`src/rtl/ptw_pkg.sv`:
```
package ptw_pkg;

    typedef enum logic [2:0] {
        ST_IDLE,
        ST_SEND,
        ST_RETRY,
        ST_WAIT,
        ST_DONE
    } walk_st_e;

    localparam int unsigned TBL_ALIGN = 6;
    localparam int unsigned ENT_LOG   = 3;

    localparam int unsigned BIT_VALID = 0;
    localparam int unsigned BIT_CACHE = 2;
    localparam int unsigned BIT_NOEXE = 4;
    localparam int unsigned BIT_LEAF  = 54;
    localparam int unsigned FRAG_LO   = 7;
    localparam int unsigned FRAG_W    = 5;
    localparam int unsigned BFS_LO    = 59;
    localparam int unsigned BFS_W     = 5;

    localparam logic [1:0] MODE_WRITE = 2'd1;
    localparam logic [1:0] MODE_EXEC  = 2'd2;

    localparam logic [1:0] CAUSE_LOAD  = 2'd0;
    localparam logic [1:0] CAUSE_STORE = 2'd1;
    localparam logic [1:0] CAUSE_INSTR = 2'd2;

    localparam logic [1:0] LVL_TOP  = 2'd0;
    localparam logic [1:0] LVL_MID  = 2'd1;
    localparam logic [1:0] LVL_DIR  = 2'd2;
    localparam logic [1:0] LVL_PAGE = 2'd3;

endpackage

```
`src/rtl/ptw_addr_gen.sv`:
```
module ptw_addr_gen
    import ptw_pkg::*;
#(
    parameter int unsigned PA_W  = 48,
    parameter int unsigned IDX_W = 9
) (
    input  logic [PA_W-TBL_ALIGN-1:0] tbl_hi,
    input  logic [IDX_W-1:0]          idx,
    output logic [PA_W-1:0]           addr
);
    localparam int unsigned PAD_W = PA_W - IDX_W - ENT_LOG;

    logic [PA_W-1:0] tbl_base;
    logic [PA_W-1:0] slot_off;

    always_comb begin
        tbl_base = {tbl_hi, {TBL_ALIGN{1'b0}}};
        slot_off = {{PAD_W{1'b0}}, idx, {ENT_LOG{1'b0}}};
        addr     = tbl_base + slot_off;
    end
endmodule

```
`src/rtl/ptw_entry_check.sv`:
```
module ptw_entry_check
    import ptw_pkg::*;
#(
    parameter int unsigned PAGE_SHIFT = 12,
    parameter int unsigned FRAG_MAX   = 9,
    parameter int unsigned LS_W       = 5
) (
    input  logic              e_valid,
    input  logic              e_noexe,
    input  logic              e_leaf,
    input  logic [FRAG_W-1:0] e_frag,
    input  logic [BFS_W-1:0]  e_bfs,
    input  logic [1:0]        level,
    input  logic [1:0]        mode,
    input  logic              nx_en,
    output logic              walk_end,
    output logic              fault,
    output logic              present,
    output logic              err,
    output logic [1:0]        cause,
    output logic [LS_W-1:0]   logsize
);
    localparam logic [FRAG_W-1:0] FRAG_CAP = FRAG_W'(FRAG_MAX);

    logic              is_leaf;
    logic [FRAG_W-1:0] frag_used;

    always_comb begin
        err      = (|e_bfs) | (e_leaf & ((level == LVL_TOP) | (level == LVL_MID)));
        fault    = ~e_valid | (e_noexe & (mode == MODE_EXEC) & nx_en);
        present  = e_valid;
        is_leaf  = (level == LVL_PAGE) | ((level == LVL_DIR) & e_leaf);
        walk_end = is_leaf | err | fault;

        case (mode)
            MODE_WRITE: cause = CAUSE_STORE;
            MODE_EXEC:  cause = CAUSE_INSTR;
            default:    cause = CAUSE_LOAD;
        endcase

        frag_used = (e_frag > FRAG_CAP) ? FRAG_CAP : e_frag;
        if ((level == LVL_DIR) && e_leaf && !err && !fault)
            logsize = LS_W'(PAGE_SHIFT) + LS_W'(frag_used);
        else
            logsize = LS_W'(PAGE_SHIFT);
    end
endmodule

```
`src/rtl/ptw_leaf_fmt.sv`:
```
module ptw_leaf_fmt #(
    parameter int unsigned PA_W       = 48,
    parameter int unsigned VPN_W      = 36,
    parameter int unsigned PAGE_SHIFT = 12,
    parameter int unsigned LS_W       = 5
) (
    input  logic [PA_W-1:0]             entry_pa,
    input  logic [VPN_W-1:0]            vpn,
    input  logic [LS_W-1:0]             logsize,
    input  logic                        squash,
    output logic [PA_W-1:0]             paddr,
    output logic [VPN_W+PAGE_SHIFT-1:0] vaddr
);
    localparam int unsigned VA_W = VPN_W + PAGE_SHIFT;

    logic [PA_W-1:0] pa_keep;
    logic [VA_W-1:0] va_keep;

    always_comb begin
        pa_keep = {PA_W{1'b1}} << logsize;
        va_keep = {VA_W{1'b1}} << logsize;
        paddr   = squash ? '0 : (entry_pa & pa_keep);
        vaddr   = {vpn, {PAGE_SHIFT{1'b0}}} & va_keep;
    end
endmodule

```
`src/rtl/ptw_top.sv`:
```
module ptw_top
    import ptw_pkg::*;
#(
    parameter int unsigned PA_W       = 48,
    parameter int unsigned IDX_W      = 9,
    parameter int unsigned PAGE_SHIFT = 12,
    parameter int unsigned FRAG_MAX   = 9,
    parameter int unsigned VA_W       = 48
) (
    input  logic            clk,
    input  logic            rst_n,
    input  logic            req_valid,
    output logic            req_ready,
    input  logic [PA_W-1:0] req_base,
    input  logic [VA_W-1:0] req_vaddr,
    input  logic [1:0]      req_mode,
    input  logic            nx_check_en,
    output logic            mem_req_valid,
    output logic [PA_W-1:0] mem_req_addr,
    output logic            mem_req_uncached,
    input  logic            mem_req_accept,
    input  logic            mem_retry,
    input  logic            mem_rsp_valid,
    input  logic [63:0]     mem_rsp_data,
    output logic            rsp_valid,
    input  logic            rsp_ready,
    output logic [63:0]     rsp_entry,
    output logic [PA_W-1:0] rsp_paddr,
    output logic [VA_W-1:0] rsp_vaddr,
    output logic [4:0]      rsp_logsize,
    output logic            rsp_fault,
    output logic            rsp_present,
    output logic [1:0]      rsp_cause,
    output logic            rsp_error
);
    localparam int unsigned LEVELS = 4;
    localparam int unsigned VPN_W  = LEVELS * IDX_W;
    localparam int unsigned LS_W   = $clog2(PAGE_SHIFT + FRAG_MAX + 1);

    typedef struct packed {
        walk_st_e         st;
        logic [1:0]       lvl;
        logic [PA_W-1:0]  addr;
        logic             unc;
        logic [VPN_W-1:0] vpn;
        logic [1:0]       mode;
        logic             nx;
        logic [63:0]      entry;
        logic [PA_W-1:0]  paddr;
        logic [VA_W-1:0]  vaddr;
        logic [LS_W-1:0]  ls;
        logic             fault;
        logic             present;
        logic             err;
        logic [1:0]       cause;
    } walk_t;

    walk_t q, d;

    logic [IDX_W-1:0] idx_slice [LEVELS];
    logic [IDX_W-1:0] first_idx;
    logic [IDX_W-1:0] next_idx;
    logic [PA_W-1:0]  first_addr;
    logic [PA_W-1:0]  next_addr;

    logic             chk_end;
    logic             chk_fault;
    logic             chk_present;
    logic             chk_err;
    logic [1:0]       chk_cause;
    logic [LS_W-1:0]  chk_ls;
    logic [PA_W-1:0]  fmt_paddr;
    logic [VA_W-1:0]  fmt_vaddr;

    logic unused_low_bits;
    assign unused_low_bits = ^{req_base[TBL_ALIGN-1:0], req_vaddr[PAGE_SHIFT-1:0]};

    for (genvar k = 0; k < LEVELS; k++) begin : g_slice
        assign idx_slice[k] = q.vpn[VPN_W-1-k*IDX_W -: IDX_W];
    end

    assign first_idx = req_vaddr[VA_W-1 -: IDX_W];
    assign next_idx  = idx_slice[2'(q.lvl + 2'd1)];

    ptw_addr_gen #(.PA_W(PA_W), .IDX_W(IDX_W)) u_first_addr (
        .tbl_hi (req_base[PA_W-1:TBL_ALIGN]),
        .idx    (first_idx),
        .addr   (first_addr)
    );

    ptw_addr_gen #(.PA_W(PA_W), .IDX_W(IDX_W)) u_next_addr (
        .tbl_hi (mem_rsp_data[PA_W-1:TBL_ALIGN]),
        .idx    (next_idx),
        .addr   (next_addr)
    );

    ptw_entry_check #(
        .PAGE_SHIFT (PAGE_SHIFT),
        .FRAG_MAX   (FRAG_MAX),
        .LS_W       (LS_W)
    ) u_check (
        .e_valid  (mem_rsp_data[BIT_VALID]),
        .e_noexe  (mem_rsp_data[BIT_NOEXE]),
        .e_leaf   (mem_rsp_data[BIT_LEAF]),
        .e_frag   (mem_rsp_data[FRAG_LO +: FRAG_W]),
        .e_bfs    (mem_rsp_data[BFS_LO +: BFS_W]),
        .level    (q.lvl),
        .mode     (q.mode),
        .nx_en    (q.nx),
        .walk_end (chk_end),
        .fault    (chk_fault),
        .present  (chk_present),
        .err      (chk_err),
        .cause    (chk_cause),
        .logsize  (chk_ls)
    );

    ptw_leaf_fmt #(
        .PA_W       (PA_W),
        .VPN_W      (VPN_W),
        .PAGE_SHIFT (PAGE_SHIFT),
        .LS_W       (LS_W)
    ) u_fmt (
        .entry_pa (mem_rsp_data[PA_W-1:0]),
        .vpn      (q.vpn),
        .logsize  (chk_ls),
        .squash   (chk_fault | chk_err),
        .paddr    (fmt_paddr),
        .vaddr    (fmt_vaddr)
    );

    always_comb begin
        d = q;
        unique case (q.st)
            ST_IDLE: begin
                if (req_valid) begin
                    d.st   = ST_SEND;
                    d.lvl  = LVL_TOP;
                    d.addr = first_addr;
                    d.unc  = 1'b0;
                    d.vpn  = req_vaddr[VA_W-1:PAGE_SHIFT];
                    d.mode = req_mode;
                    d.nx   = nx_check_en;
                end
            end
            ST_SEND: begin
                d.st = mem_req_accept ? ST_WAIT : ST_RETRY;
            end
            ST_RETRY: begin
                if (mem_retry)
                    d.st = ST_SEND;
            end
            ST_WAIT: begin
                if (mem_rsp_valid) begin
                    if (chk_end) begin
                        d.st      = ST_DONE;
                        d.entry   = mem_rsp_data;
                        d.paddr   = fmt_paddr;
                        d.vaddr   = fmt_vaddr;
                        d.ls      = chk_ls;
                        d.fault   = chk_fault;
                        d.present = chk_present;
                        d.err     = chk_err;
                        d.cause   = chk_cause;
                    end else begin
                        d.st   = ST_SEND;
                        d.addr = next_addr;
                        d.unc  = ~mem_rsp_data[BIT_CACHE];
                        d.lvl  = q.lvl + 2'd1;
                    end
                end
            end
            ST_DONE: begin
                if (rsp_ready)
                    d.st = ST_IDLE;
            end
            default: d.st = ST_IDLE;
        endcase
    end

    always_ff @(posedge clk or negedge rst_n) begin
        if (!rst_n)
            q <= '0;
        else
            q <= d;
    end

    assign req_ready        = (q.st == ST_IDLE);
    assign mem_req_valid    = (q.st == ST_SEND);
    assign mem_req_addr     = q.addr;
    assign mem_req_uncached = q.unc;
    assign rsp_valid        = (q.st == ST_DONE);
    assign rsp_entry        = q.entry;
    assign rsp_paddr        = q.paddr;
    assign rsp_vaddr        = q.vaddr;
    assign rsp_logsize      = 5'(q.ls);
    assign rsp_fault        = q.fault;
    assign rsp_present      = q.present;
    assign rsp_cause        = q.cause;
    assign rsp_error        = q.err;
endmodule

```
`config.mk`:
```
export PLATFORM = sky130hd
export DESIGN_NAME = ptw_top
export DESIGN_NICKNAME = d
export VERILOG_FILES = /design/src/rtl/ptw_pkg.sv /design/src/rtl/ptw_addr_gen.sv /design/src/rtl/ptw_entry_check.sv /design/src/rtl/ptw_leaf_fmt.sv /design/src/rtl/ptw_top.sv
export SDC_FILE = /design/constraint.sdc
export NUM_CORES = 1
export LEC_CHECK = 0
export BUFFER_PORTS_ARGS = -buffer_cell sky130_fd_sc_hd__buf_2
export CORE_UTILIZATION = 35
export CTS_CLUSTER_DIAMETER = 120
export DETAILED_ROUTE_END_ITERATION = 16
export PLACE_DENSITY = 0.6
export SYNTH_ARGS = -nofsm -noshare
export SYNTH_HDL_FRONTEND = slang
export SYNTH_HIERARCHICAL = 1
export SYNTH_SLANG_ARGS = --single-unit
```
`constraint.sdc`:
```
create_clock -name clk -period 6.4 [get_ports clk]
set_clock_uncertainty 0.1 [all_clocks]
set_input_delay 0.64 -clock clk [delete_from_list [all_inputs] [get_ports clk]]
set_output_delay 0.64 -clock clk [all_outputs]
set_load 0.02 [all_outputs]
```
-- Word-level counts from Yosys, hierarchy flattened
Cells that the tools add are included.
- bits in registers: 263
- output and inout bits: 222
- eq/ne operators: 14
- $lt $le $gt $ge: 2
- add/sub/neg operators: 4
- muxes and demuxes: 16
- shift-type cells: 1
- bitwise logic cells: 16
- reductions and logical operators: 13
- operator list (operator ; number):
    51-bit case mux with 2 select lines ; 1
    48-bit by 12-bit adder with 48-bit output ; 2
    48-bit AND ; 2
    93-bit two-way mux ; 1
    54-bit two-way mux ; 1
    51-bit two-way mux ; 1
    48-bit two-way mux ; 1
    48-bit by 5-bit << shifter with 48-bit output, first input constant ; 1
    9-bit binary-select mux with 2-bit select ; 1
    9-bit two-way mux ; 2
    3-bit case mux with 5 select lines ; 1
    5-bit two-way mux ; 2
    3-bit two-way mux ; 3
    2-bit inequality test, second input constant ; 4
    4-bit AND reduction ; 2
    1-bit bitwise OR ; 7
    2-bit equality test, second input constant ; 3
    3-bit by 2-bit equality test with 1-bit output, second input constant ; 2
    4-bit by 5-bit adder with 5-bit output, first input constant ; 1
    5-bit by 4-bit greater-than comparator with 1-bit output, second input constant ; 1
    5-bit OR reduction ; 1
    1-bit AND ; 4
    2-bit by 1-bit equality test with 1-bit output, second input constant ; 2
    2-bit case mux with 2 select lines ; 1
    15 further kinds ; 19

-- Logic depth before layout (Yosys ltp)
- depth in word-level cells: 11
- gate-level depth with buffers: 14

-- Modules after synthesis
The synthesis kept the hierarchy.
- by module, submodules not included (module ; times used ; area each (um2) ; seq. area each (um2) ; cells an instance):
    ptw_top ; 1 ; 12604.6 ; 6581.3 ; 963
    ptw_addr_gen ; 2 ; 1071.0 ; 0.0 ; 150
    ptw_leaf_fmt ; 1 ; 1009.7 ; 0.0 ; 146
    ptw_entry_check ; 1 ; 177.7 ; 0.0 ; 26

-- Least setup slack after synthesis
No wires, ideal clock.
- kind: reg-to-reg
- from: register q[259] (netlist bit)
- to: register q, in the netlist mem_req_addr[23]
- clock period less this slack: 3.150 ns
- path slack: 3.250 ns
- arrival: 2.925 ns
- required time: 6.175 ns
- cell stages (with the launch flop): 12
- library setup time: 0.125 ns
- cells stage by stage: dfrtp_1 buf_2 mux4_2 ha_1 a211o_1 a211o_1 o21ai_1 nor4_1 xor2_1 inv_1 mux2i_1 mux2_2
- cells in the longest elaborated chain, start to end: 9
- elaborated cells between the ends (all ways): 22
- those cells by class: add/sub (2); eq/ne (4); mux (6); bitwise (8); reduce/logical (2)
- ends and longest elaborated chain (what ; line ; source):
    from (decl) ; ptw_top.sv:58 ; walk_t q, d;
    from (signal assigned) ; ptw_top.sv:183 ; q <= '0;
    from (signal assigned) ; ptw_top.sv:185 ; q <= d;
    2-bit by 1-bit adder with 2-bit output ; ptw_top.sv:83 ; assign next_idx = idx_slice[2'(q.lvl + 2'd1)];
    2-bit NOT with 3-bit output (not written as such) ; ptw_top.sv:83 ;
    9-bit binary-select mux with 2-bit select ; ptw_top.sv:83 ;
    9-bit two-way mux (not written as such) (2 in series) ; ptw_top.sv:83 ;
    net next_idx[4] ; ptw_top.sv:62 ; logic [IDX_W-1:0] next_idx;
    48-bit by 12-bit adder with 48-bit output ; ptw_addr_gen.sv:19 ; addr = tbl_base + slot_off;
    net next_addr[23] ; ptw_top.sv:64 ; logic [PA_W-1:0] next_addr;
    51-bit two-way mux ; ptw_top.sv:155 ; if (chk_end) begin
    54-bit two-way mux ; ptw_top.sv:154 ; if (mem_rsp_valid) begin
    51-bit case mux with 2 select lines ; ptw_top.sv:134 ; unique case (q.st)
The timed path passes the listed nets, and every way through them passes these cells. The select of a mux whose other input is x is not followed.
A chain may end at the register's enable or synchronous reset.

-- Worst setup path in the final report
- from: register q[259] (netlist bit)
- to: register q, in the netlist mem_req_addr[46]
Same word-level chain as after synthesis.

==> metrics.md <==
| Metric | Value |
|---|---|
| Status | finished, final reports clean |
| Hold WS | 50.7 ps |
| Synth Register Bits | 263 |
| First-pass GRT wire length | 68.3 mm |
| Post CTS Setup Buffer Count | 0 |
| Cell mode on critical path | inv_1 |
| Max Fanout on Critical Path | 13 |
| Die Wd | 215 um |
| Worst path slowest cell | a21oi_1 |
| H-Tree Depth | 1 |
| Syn Inst Count | 1435 |
| Layout cell share with drive strength beyond 1 | 0.467 |
| Startpoint Class | register |
| Routed WL | 45.8 mm |
| Biggest area consumer among synthesized cells | dfrtp_1 |
| Fraction of registers with async set/reset | 1.00 |
| Clock latency on the worst-skew pair | 570 ps |
| Residual DRC count | 0 |
| Pin count of the biggest net entering global routing | 143 |
| Top cells by instance count after synthesis | 263 x buf_4, 263 x dfrtp_1, 255 x mux2_2, 89 x nand2_1, 69 x inv_1 |
| R2R Path End | mem_req_addr[46] |
| Leakage dissipation | 8.75 nW |
| CP required | 6750 ps |
| Setup TNS | 0 ps |
| Grt total ovfl | 0 |
| CTS Buffer Depth | 3 |
| Synth warnings | 6 |
| Seq/Total Area, Yosys | 0.413 |
| Post-Place Worst Slack | 2060 ps |
| FF/Latch Area | 6580 um2 |
| Worst slew margin | 0.240 |
| Worst path max stage delay | 910 ps |
| Starting density of the core | 0.357 |
| CTS Root Cell | clkbuf_16 |
| Final Hold Viols | 0 |
| Top FF cell, synth | dfrtp_1 |
| Final setup violation count | 0 |
| R2r startpoint | q[259] |
| GRT Overall Usage | 0.195 |
| Area contributors post-synth | dfrtp_1 41%, mux2_2 18%, buf_4 12% |
| Vias in the first global route | 10826 |
| Worst hold path class | input port to async pin |
| Core area | 44600 um2 |
| Crit-path cells | mux4_2 > ha_1 > inv_1 > fa_1 > nor2b_1 > o2111ai_1 > a21oi_1 > and4bb_2 > xor2_1 > inv_1 > mux2i_1 > mux2_1 |
| PostCTS Resize Cnt | 0 |
| DP Wirelength | 34.0 mm |
| Worst VDD drop | 287 uV |
| CTS Sinks | 263 |
| Pre-antenna DRT Iters | 6 |
| Synth Cell Area | 15900 um2 |
| Critical path launch point | q[259] |
| Final ANT Viol Nets | 0 |
| Clock transition at the registers of the reported paths | 60 ps |
| Cell Pwr Density | 441 nW/um2 |
| Unrepaired setup endpoints after global routing | no |
| Period minus WS final | 4320 ps |
| WS Path Type | register to register |
| Hold_buf cts | 0 |
| WP buf/inv | 2 |
| CP Capture Type | register |
| R2R Setup Slk | 2080 ps |
| Port bufs | 373 |
| Final setup margin | 2080 ps |
| Rows | 77 |
| Vias per Instance | 4.93 |
| Max-cap violation count | 0 |
| Final Util | 0.393 |
| DRT iter0 DRCs | 702 |
| Final net count | 1731 |
| Area share of the largest cell type after synthesis | 0.413 |
| Wirelength per Cell | 21.2 um |
| Die area | 46400 um2 |
| Clock tree from TritonCTS | built |
| Max Freq | 232 MHz |
| Vias after detailed routing | 10672 |
| Post-Syn Area per Cell | 11.1 um2 |
| Critical path arrival | 4670 ps |
| Number of synthesized flops with an enable pin | 0 |
| TritonCTS Buffers | 31 |
| # IOs | 392 |
| Area taken by multi-input logic gates | 6890 um2 |
| Final worst path period share | 0.674 |
| # fillers | 4378 |
| Gp weighted congestion | 0.878 |
| Slew Limit Fails | 0 |
| Initial antenna violation count | 2 |
| Reg2Reg Depth | 12 |
| Top Family by Delay on Critical Path | compound AO/OA/AOI/OAI gates |
| Growth of design area from synthesis to finish | 9.98% |
| Netlist cell types | 72 |
| Die Y-Extent | 215 um |
| Slew of the pin with the lowest slew margin | 1140 ps |
## cell families (layout without fill, tap and decap cells)
logic type,Yosys count,count (layout),synth area share
simple gates,299,299,0.106
mux,316,316,0.226
compound gates,71,71,0.0378
xor+xnor,80,80,0.0440
flops,263,263,0.413
fa+ha+maj,15,15,0.0127
buf+inv,388,507,0.160
other cells,3,20,0.000707
## layout make-up
cell class | instances | area share
clock buffer | 42 | 0.0506
tap | 592 | 0.0423
multi-input combinational | 799 | 0.393
timing repair buffer | 382 | 0.112
clock inverter | 14 | 0.0117
sequential | 263 | 0.376
antenna | 2 | 0.000286
inverter | 69 | 0.0148
## state kept, by name (all words and copies together) (netlist names)
name and cells:
mem_req_addr 48, mem_req_uncached 1, rsp_present 1, idx_slice 36
rsp_logsize 5, rsp_fault 1, rsp_cause 2, rsp_paddr 48
q 8, rsp_vaddr 48, rsp_error 1, rsp_entry 64
## routing by layer
metal | global-route usage | part of all wire
met2 | 0.319 | 0.47
met1 | 0.252 | 0.42
met5 | 0 | 0
met3 | 0.0504 | 0.077
met4 | 0.0556 | 0.029
## report_power, final
group	switching, mW	internal [mW]
Combinational	1.73	1.38
Sequential	0.410	2.32
Clock	0.728	1.17
## layout by cell type (no fill, tap or decap), types with 18 or more instances in the layout
| master | instances |
|---|---|
| nand2_1 | 89 |
| nor2b_1 | 25 |
| xnor2_1 | 44 |
| inv_1 | 69 |
| dfrtp_1 | 263 |
| clkbuf_16 | 31 |
| and3_1 | 25 |
| nand3_1 | 32 |
| mux2i_1 | 49 |
| mux2_2 | 255 |
| xor2_1 | 36 |
| nand4_1 | 19 |
| nor2_1 | 31 |
| buf_2 | 372 |
| conb_1 | 18 |
## through the flow
step           instances  power [mW]  area, um2
6_report            2163        7.73      17500
5_1_grt             2162        8.15      17500
4_1_cts             2161        7.84      17500
3_5_place_dp        2105        5.90      16400
3_3_place_gp        2105        5.84      16400
2_1_floorplan       1450        5.61      16000
## worst max path at each step
stage | endpoint | slack, ps | cells after the start
6_report | mem_req_addr[46] | 2080 | 12
5_1_grt | mem_req_addr[46] | 1780 | 12
4_1_cts | mem_req_addr[46] | 2040 | 12
3_5_place_dp | mem_req_addr[46] | 2060 | 12
3_3_place_gp | mem_req_addr[46] | 2050 | 12
2_1_floorplan | mem_req_addr[23] | 3250 | 11
Note: power is estimated with default switching activity, not from simulation.
